[src/rtl/nic_csr_pkg.sv]
package nic_csr_pkg;

    localparam int ADDR_W = 12;
    localparam int DATA_W = 64;
    localparam int INTR_W = 8;
    localparam int PKT_W  = 16;
    localparam int LEN_W  = 20;

    // completion word bit positions
    localparam int DN_BUSY   = 31;
    localparam int DN_CMPL   = 30;
    localparam int DN_FULL   = 29;
    localparam int DN_LOW    = 28;
    localparam int DN_PKT_LO = 32;

    // interrupt bits
    localparam int IB_RX_PKT   = 0;
    localparam int IB_RX_DMA   = 1;
    localparam int IB_RX_EMPTY = 2;
    localparam int IB_RX_HIGH  = 3;
    localparam int IB_TX_PKT   = 4;
    localparam int IB_TX_DMA   = 5;
    localparam int IB_TX_FULL  = 6;
    localparam int IB_TX_LOW   = 7;

    localparam logic [INTR_W-1:0] MASK_AT_RESET =
        INTR_W'((1 << IB_RX_HIGH) | (1 << IB_RX_DMA) | (1 << IB_TX_LOW));

    localparam int CFG_DEDICATED_BIT = 8;
    localparam int CMD_RESET_BIT     = 0;

    typedef enum logic [4:0] {
        RG_NONE, RG_CFG, RG_CMD, RG_ISTAT, RG_IMASK,
        RG_RX_MAXCOPY, RG_TX_MAXCOPY, RG_RX_MAXINTR,
        RG_RX_FIFOSZ, RG_TX_FIFOSZ, RG_RX_MARK, RG_TX_MARK,
        RG_RX_DESC, RG_RX_DONE, RG_RX_WAIT,
        RG_TX_DESC, RG_TX_DONE, RG_TX_WAIT, RG_STATION
    } reg_id_e;

    typedef struct packed {
        logic    hit;
        logic    wide;
        logic    rd_ok;
        logic    wr_ok;
        reg_id_e id;
    } reg_attr_t;

    function automatic reg_attr_t mk_attr(reg_id_e id, logic wide, logic rd, logic wr);
        reg_attr_t r;
        r.hit   = 1'b1;
        r.wide  = wide;
        r.rd_ok = rd;
        r.wr_ok = wr;
        r.id    = id;
        return r;
    endfunction

    function automatic reg_attr_t reg_lookup(logic [ADDR_W-1:0] a);
        reg_attr_t r;
        r = '{hit: 1'b0, wide: 1'b0, rd_ok: 1'b0, wr_ok: 1'b0, id: RG_NONE};
        case (a)
            12'h000: r = mk_attr(RG_CFG,        1'b0, 1'b1, 1'b1);
            12'h004: r = mk_attr(RG_CMD,        1'b0, 1'b0, 1'b1);
            12'h008: r = mk_attr(RG_ISTAT,      1'b0, 1'b1, 1'b1);
            12'h00C: r = mk_attr(RG_IMASK,      1'b0, 1'b1, 1'b1);
            12'h010: r = mk_attr(RG_RX_MAXCOPY, 1'b0, 1'b1, 1'b0);
            12'h014: r = mk_attr(RG_TX_MAXCOPY, 1'b0, 1'b1, 1'b0);
            12'h018: r = mk_attr(RG_RX_MAXINTR, 1'b0, 1'b1, 1'b0);
            12'h020: r = mk_attr(RG_RX_FIFOSZ,  1'b0, 1'b1, 1'b0);
            12'h024: r = mk_attr(RG_TX_FIFOSZ,  1'b0, 1'b1, 1'b0);
            12'h028: r = mk_attr(RG_RX_MARK,    1'b0, 1'b1, 1'b0);
            12'h02C: r = mk_attr(RG_TX_MARK,    1'b0, 1'b1, 1'b0);
            12'h030: r = mk_attr(RG_RX_DESC,    1'b1, 1'b1, 1'b1);
            12'h038: r = mk_attr(RG_RX_DONE,    1'b1, 1'b1, 1'b0);
            12'h040: r = mk_attr(RG_RX_WAIT,    1'b1, 1'b1, 1'b0);
            12'h048: r = mk_attr(RG_TX_DESC,    1'b1, 1'b1, 1'b1);
            12'h050: r = mk_attr(RG_TX_DONE,    1'b1, 1'b1, 1'b0);
            12'h058: r = mk_attr(RG_TX_WAIT,    1'b1, 1'b1, 1'b0);
            12'h060: r = mk_attr(RG_STATION,    1'b1, 1'b1, 1'b0);
            default: ;
        endcase
        return r;
    endfunction

endpackage

[src/rtl/nic_csr_decode.sv]
module nic_csr_decode
    import nic_csr_pkg::*;
(
    input  logic              req_valid,
    input  logic              req_write,
    input  logic              req_wide,
    input  logic [ADDR_W-1:0] req_addr,
    output logic              acc_err,
    output reg_id_e           acc_id
);
    reg_attr_t attr;

    always_comb begin
        attr    = reg_lookup(req_addr);
        acc_id  = attr.id;
        acc_err = req_valid &&
                  (!attr.hit ||
                   (attr.wide != req_wide) ||
                   (req_write ? !attr.wr_ok : !attr.rd_ok));
    end
endmodule

[src/rtl/nic_csr_done.sv]
module nic_csr_done
    import nic_csr_pkg::*;
(
    input  logic              clk,
    input  logic              wipe,
    input  logic              load,
    input  logic              cpl_valid,
    input  logic [29:0]       cpl_info,
    input  logic [PKT_W-1:0]  pkt_count,
    input  logic [1:0]        live_flags,
    output logic [DATA_W-1:0] word
);
    logic [31:0] low_q;

    always_ff @(posedge clk) begin
        if (wipe)
            low_q <= '0;
        else if (load)
            low_q <= 32'(1) << DN_BUSY;
        else if (cpl_valid)
            low_q <= {1'b0, 1'b1, cpl_info};
    end

    always_comb begin
        word = '0;
        word[DN_PKT_LO +: PKT_W] = pkt_count;
        word[31:0]               = low_q;
        word[DN_FULL]            = low_q[DN_FULL] | live_flags[1];
        word[DN_LOW]             = low_q[DN_LOW]  | live_flags[0];
    end
endmodule

[src/rtl/nic_csr_intr.sv]
module nic_csr_intr
    import nic_csr_pkg::*;
(
    input  logic              clk,
    input  logic              wipe,
    input  logic [INTR_W-1:0] post,
    input  logic              rd_clr,
    input  logic              w1c_en,
    input  logic [INTR_W-1:0] w1c_bits,
    input  logic              mask_we,
    input  logic [INTR_W-1:0] mask_wdata,
    output logic [INTR_W-1:0] status,
    output logic [INTR_W-1:0] mask,
    output logic              pending
);
    logic [INTR_W-1:0] clr;

    always_comb begin
        clr = '0;
        if (rd_clr) clr = '1;
        else if (w1c_en) clr = w1c_bits;
    end

    always_ff @(posedge clk) begin
        if (wipe) begin
            status <= '0;
            mask   <= MASK_AT_RESET;
        end else begin
            status <= (status & ~clr) | post;
            if (mask_we) mask <= mask_wdata;
        end
    end

    assign pending = |(status & mask);
endmodule

[src/rtl/nic_csr_block.sv]
module nic_csr_block
    import nic_csr_pkg::*;
#(
    parameter int unsigned RX_MAX_COPY   = 1514,
    parameter int unsigned TX_MAX_COPY   = 16384,
    parameter int unsigned RX_MAX_INTR   = 10,
    parameter int unsigned RX_FIFO_BYTES = 65536,
    parameter int unsigned TX_FIFO_BYTES = 65536,
    parameter int unsigned RX_HIGH_MARK  = 49152,
    parameter int unsigned TX_LOW_MARK   = 16384,
    parameter logic [47:0] STATION_ADDR  = 48'h0090_0000_0001,
    parameter bit          DEDICATED     = 1'b0
) (
    input  logic        clk,
    input  logic        rst,
    input  logic        req_valid,
    input  logic        req_write,
    input  logic        req_wide,
    input  logic [11:0] req_addr,
    input  logic [63:0] req_wdata,
    output logic        rsp_valid,
    output logic        rsp_err,
    output logic [63:0] rsp_rdata,
    input  logic [15:0] rx_pkt_count,
    input  logic [15:0] tx_pkt_count,
    input  logic [31:0] tx_fill_bytes,
    input  logic        rx_idle,
    input  logic        tx_idle,
    input  logic        rx_cpl_valid,
    input  logic [29:0] rx_cpl_word,
    input  logic        tx_cpl_valid,
    input  logic [19:0] tx_cpl_len,
    input  logic [7:0]  intr_post,
    output logic [31:0] cfg_out,
    output logic        rx_desc_load,
    output logic [63:0] rx_desc,
    output logic        tx_desc_load,
    output logic [63:0] tx_desc,
    output logic        intr_pending,
    output logic        dev_reset
);
    localparam logic [31:0] CFG_AT_RESET = DEDICATED ? (32'(1) << CFG_DEDICATED_BIT) : 32'(0);

    logic        dec_err, busy_err, err;
    reg_id_e     acc_id;
    logic        acc_rd, acc_wr, cmd_rst, wipe;
    logic        rx_load_now, tx_load_now;
    logic [31:0] cfg_q;
    logic [63:0] rx_desc_q, tx_desc_q;
    logic [63:0] rx_word, tx_word, rd_mux;
    logic [7:0]  stat_w, mask_w;
    logic [31:0] tx_free;
    logic        tx_full_now, tx_low_now;

    nic_csr_decode u_decode (
        .req_valid (req_valid),
        .req_write (req_write),
        .req_wide  (req_wide),
        .req_addr  (req_addr),
        .acc_err   (dec_err),
        .acc_id    (acc_id)
    );

    // descriptor writes are refused while the engine is working
    assign busy_err = req_valid && req_write &&
                      ((acc_id == RG_RX_DESC && !rx_idle) ||
                       (acc_id == RG_TX_DESC && !tx_idle));
    assign err      = dec_err || busy_err;
    assign acc_rd   = req_valid && !err && !req_write;
    assign acc_wr   = req_valid && !err &&  req_write;
    assign cmd_rst  = acc_wr && (acc_id == RG_CMD) && req_wdata[CMD_RESET_BIT];
    assign wipe     = rst || cmd_rst;

    assign rx_load_now = acc_wr && (acc_id == RG_RX_DESC);
    assign tx_load_now = acc_wr && (acc_id == RG_TX_DESC);

    // live transmit FIFO compares
    assign tx_free     = (tx_fill_bytes >= TX_FIFO_BYTES) ? 32'(0) : (TX_FIFO_BYTES - tx_fill_bytes);
    assign tx_full_now = tx_free < TX_MAX_COPY;
    assign tx_low_now  = tx_fill_bytes < TX_LOW_MARK;

    nic_csr_done u_rx_done (
        .clk        (clk),
        .wipe       (wipe),
        .load       (rx_load_now),
        .cpl_valid  (rx_cpl_valid),
        .cpl_info   (rx_cpl_word),
        .pkt_count  (rx_pkt_count),
        .live_flags (2'b00),
        .word       (rx_word)
    );

    nic_csr_done u_tx_done (
        .clk        (clk),
        .wipe       (wipe),
        .load       (tx_load_now),
        .cpl_valid  (tx_cpl_valid),
        .cpl_info   ({10'b0, tx_cpl_len}),
        .pkt_count  (tx_pkt_count),
        .live_flags ({tx_full_now, tx_low_now}),
        .word       (tx_word)
    );

    nic_csr_intr u_intr (
        .clk        (clk),
        .wipe       (wipe),
        .post       (intr_post),
        .rd_clr     (acc_rd && acc_id == RG_ISTAT),
        .w1c_en     (acc_wr && acc_id == RG_ISTAT),
        .w1c_bits   (req_wdata[7:0]),
        .mask_we    (acc_wr && acc_id == RG_IMASK),
        .mask_wdata (req_wdata[7:0]),
        .status     (stat_w),
        .mask       (mask_w),
        .pending    (intr_pending)
    );

    always_comb begin
        case (acc_id)
            RG_CFG:        rd_mux = 64'(cfg_q);
            RG_ISTAT:      rd_mux = 64'(stat_w);
            RG_IMASK:      rd_mux = 64'(mask_w);
            RG_RX_MAXCOPY: rd_mux = 64'(RX_MAX_COPY);
            RG_TX_MAXCOPY: rd_mux = 64'(TX_MAX_COPY);
            RG_RX_MAXINTR: rd_mux = 64'(RX_MAX_INTR);
            RG_RX_FIFOSZ:  rd_mux = 64'(RX_FIFO_BYTES);
            RG_TX_FIFOSZ:  rd_mux = 64'(TX_FIFO_BYTES);
            RG_RX_MARK:    rd_mux = 64'(RX_HIGH_MARK);
            RG_TX_MARK:    rd_mux = 64'(TX_LOW_MARK);
            RG_RX_DESC:    rd_mux = rx_desc_q;
            RG_RX_DONE,
            RG_RX_WAIT:    rd_mux = rx_word;
            RG_TX_DESC:    rd_mux = tx_desc_q;
            RG_TX_DONE,
            RG_TX_WAIT:    rd_mux = tx_word;
            RG_STATION:    rd_mux = 64'(STATION_ADDR);
            default:       rd_mux = '0;
        endcase
    end

    always_ff @(posedge clk) begin
        if (wipe) begin
            cfg_q     <= CFG_AT_RESET;
            rx_desc_q <= '0;
            tx_desc_q <= '0;
        end else if (acc_wr) begin
            if (acc_id == RG_CFG)     cfg_q     <= req_wdata[31:0];
            if (acc_id == RG_RX_DESC) rx_desc_q <= req_wdata;
            if (acc_id == RG_TX_DESC) tx_desc_q <= req_wdata;
        end
    end

    always_ff @(posedge clk) begin
        if (rst) begin
            rsp_valid    <= 1'b0;
            rsp_err      <= 1'b0;
            rsp_rdata    <= '0;
            rx_desc_load <= 1'b0;
            tx_desc_load <= 1'b0;
            dev_reset    <= 1'b0;
        end else begin
            rsp_valid    <= req_valid;
            rsp_err      <= req_valid && err;
            rsp_rdata    <= acc_rd ? rd_mux : '0;
            rx_desc_load <= rx_load_now;
            tx_desc_load <= tx_load_now;
            dev_reset    <= cmd_rst;
        end
    end

    assign cfg_out = cfg_q;
    assign rx_desc = rx_desc_q;
    assign tx_desc = tx_desc_q;
endmodule

[config.mk]
export PLATFORM = sky130hd
export DESIGN_NAME = nic_csr_block
export DESIGN_NICKNAME = d
export VERILOG_FILES = /design/src/rtl/nic_csr_pkg.sv /design/src/rtl/nic_csr_decode.sv /design/src/rtl/nic_csr_done.sv /design/src/rtl/nic_csr_intr.sv /design/src/rtl/nic_csr_block.sv
export SDC_FILE = /design/constraint.sdc
export NUM_CORES = 1
export LEC_CHECK = 0
export BUFFER_PORTS_ARGS = -buffer_cell sky130_fd_sc_hd__buf_2
export CAP_MARGIN = 40
export CORE_AREA = 8 8 164 166
export CTS_CLUSTER_SIZE = 16
export DETAILED_ROUTE_END_ITERATION = 12
export DIE_AREA = 0 0 172 174
export PLACE_DENSITY = 0.9
export SLEW_MARGIN = 20
export SYNTH_ARGS = -nofsm -noshare
export SYNTH_HDL_FRONTEND = slang
export SYNTH_SLANG_ARGS = --single-unit
[constraint.sdc]
create_clock -name clk -period 7.45 [get_ports clk]
set_input_delay 0.3725 -clock clk [delete_from_list [all_inputs] [get_ports clk]]
set_output_delay 0.3725 -clock clk [all_outputs]
set_load 0.1 [all_outputs]
==> impl_results.md <==
- Outcome: finished, final reports clean
- CP endpoint kind: register
- Synthesized netlist cell count: approximately 1.4k
- Starting Density: 0.4838
- Slew @ Worst Pin: 1.269 ns
- Boundary Pins: around 440
- Top cell type's share of synthesized area: 0.5044
- Port bufs: roughly 440
- Routed vias/inst: 6.043
- HP Start: intr_post[1]
- Die ar.: 29930 um2
- # H-tree levels: 1
- 1st-iter DRT viols: roughly 1.8k
- Cell taking the most area after synthesis: dfxtp_1
- Worst hold path class: primary input to register
- Sequential area share after synthesis: 0.5044
- Setup tns final: 0 ns
- P_leak: 6.351 nW
- RSZ-0062 raised after global routing: no
- Die X: 172 um
- Antenna Nets Post-Route: 0
- TritonCTS clock tree: done
- Syn_nets: 1626
- Initial antenna violation count: 9
- Total power after layout: about 3.3 mW
- Total Nets Final: 1998
- Grt ovf: 0
- Vias in the first global route: approximately 13k
- Clk_skew: 0.01222 ns
- Finish-stage setup viols: 0
- Fin util: 0.6235
- Via count: about 13k
- Num CTS Buffers: 30
- Critical path fanouts, max: 43
- First-pass iteration count of the detailed router: 6
- Largest net degree at the start of global routing: 231
- Top-count cell post-synth: nand2_1
- Core region area: 24530 um2
- Fraction of registers with async set/reset: 0
- Relative slew slack: 0.1537
- DR WL/cell: 22.26 um
- PostCTS Resize Cnt: 0
- Reg-to-reg slack, setup: 5.95 ns
- Post-Route WL: around 48 mm
- Synthesized area per cell: 8.363 um2
- Setup Buffers After CTS: 0
- Max-slew violation count: 0
- Max Freq: 299.8 MHz
- Critical path startpoint category: primary input
- Hpwl dp: 32.35 mm
- Number of synthesized flops with an enable pin: 0
- Worst VDD drop: 0.0001961 V
- #FFs+latches synth: 299
- Crit Reg-Reg Startpoint: tx_desc[15]$_SDFFE_PP0P_
- PD cells: 218.3 nW/um2
- GRT Total Usage: 0.2987
- Final hold violations: 0
- Hold depth: 3
- Pre-CTS setup slack: 3.432 ns
- Synth cell count leaders: 395 x nand2_1, 299 x dfxtp_1, 205 x a21oi_1
- Period minus WS final: about 3.3 ns
- First-pass GRT wire length: 71.93 mm
- Area growth from synthesis to layout: 28.87%
- Synthesized area: 11870 um2
- Fillers: 2056
- Worst reg2reg path depth: 6
- DRC: 0
- Arrival @ worst endpoint: 3.70 ns
- Cell total after placement: 2087
- Yosys cell types: 57
- CTS Buffer Depth: 3
- Largest cells by area after synthesis: dfxtp_1 50%, nand2_1 12%, a21oi_1 8.6%
- Design area: around 15000 um2
- Max-Cap Viols: 0
- Row count: 58
- Reg2reg end: rsp_rdata[15]$_SDFF_PP0_
- CTS Hold Bufs: 0
- Ys flop type: dfxtp_1
- CTS Sinks: 299
- PnR worst setup slack: 4.114 ns
- Final Cycle Share: 0.4478
- Height of the die: 174 um
- GPL Wtd Cong: roughly 0.91
- YS warnings: 0
- Placed inst area: 14240 um2
- CP required: just under 8 ns
- WHS Endpoint: u_intr.status[1]$_SDFF_PP0_
- Worst-Skew Late Latency: about 0.55 ns
- CTS clk-pin slew, worst paths: 0.06 ns
- Finished Layout Cells: around 2.1k
- Worst hold slack: 0.02328 ns
- Root buffer cell: clkbuf_16
- Fraction of layout cells with a size suffix above 1: 0.2903
- CP Class: primary input to register
[cell type report]
cell class | instances | area [um2] | share of cell area
well taps | 330 | 412.9 | 0.02700
inverters | 5 | 18.77 | 0.001227
multi-input cells | 998 | 5419 | 0.3543
flip-flops and latches | 299 | 5986 | 0.3914
clock inverters | 7 | 66.31 | 0.004336
repair buffers | 457 | 2446 | 0.1599
clock buffers | 46 | 932.1 | 0.06095
diodes | 5 | 12.51 | 0.0008181
[layout by cell type, fill, tap and decap left out, drive strengths merged, types with 10 or more instances in the layout]
| cell | count |
|---|---|
| a22oi | 26 |
| a221oi | 18 |
| a222oi | 38 |
| clkbuf | 46 |
| mux2i | 56 |
| dfxtp | 299 |
| o21ai | 15 |
| nor4 | 13 |
| nand3 | 14 |
| nor2 | 61 |
| buf | 457 |
| nand2 | 395 |
| nor3 | 57 |
| a21oi | 206 |
| a31oi | 11 |
| nor2b | 10 |
[kinds of logic after synthesis]
kind of cell / after synthesis / synth area share
simple gates: 588 / 0.2105
compound gates: 348 / 0.1867
flops: 299 / 0.5044
buf+inv: 122 / 0.04649
mux: 57 / 0.04818
xor+xnor: 5 / 0.003691
[critical path: stages]
cell and delay [ns]:
buf_2 0.09, or4_1 0.53, or2_0 0.23, buf_4 0.22, or4_4 0.51, a21oi_2 0.32, nand4_1 0.62, buf_4 0.53
nand2_1 0.15, a21oi_1 0.10
[layer usage]
layer  up-vias  global-route usage  wire length [um]  share of wire
met5         -                   0                40        0.00084
met3       215             0.07872              5998           0.13
met1      5971              0.3403             16520           0.35
li1       5723                   -                 -              -
met2      1058              0.5028             22380           0.47
met4         8              0.1570              2847          0.060
[where the power goes]
group,switching (mW),internal [mW]
Sequential,0.0131,1.62
Clock,0.632,0.889
Combinational,0.110,0.0750
[how the worst max path moves through the flow]
| stage | start | to | slack (ns) | cells past startpoint |
|---|---|---|---|---|
| final | req_addr[9] | rx_desc[57]$_SDFFE_PP0P_ | 4.11 | 10 |
| after global routing | req_addr[9] | rx_desc[57]$_SDFFE_PP0P_ | 4.03 | 10 |
| after CTS | req_addr[9] | rx_desc[57]$_SDFFE_PP0P_ | 3.95 | 11 |
| after detailed placement | req_addr[9] | rx_desc[45]$_SDFFE_PP0P_ | 3.43 | 11 |
| after global placement | req_addr[9] | u_rx_done.low_q[30]$_SDFFE_PP0P_ | 3.03 | 10 |
| after floorplan | req_addr[9] | u_intr.status[0]$_SDFF_PP0_ | 4.72 | 9 |
[sequential cells by signal, indices dropped and copies added (netlist names)]
register / count
rx_desc: 64
rsp_valid: 1
rsp_err: 1
u_intr.mask: 8
u_intr.status: 8
rx_desc_load: 1
tx_desc: 64
u_rx_done.low_q: 32
cfg_out: 32
tx_desc_load: 1
rsp_rdata: 64
u_tx_done.low_q: 22
dev_reset: 1
No activity file was read; power rests on OpenSTA's default activity.
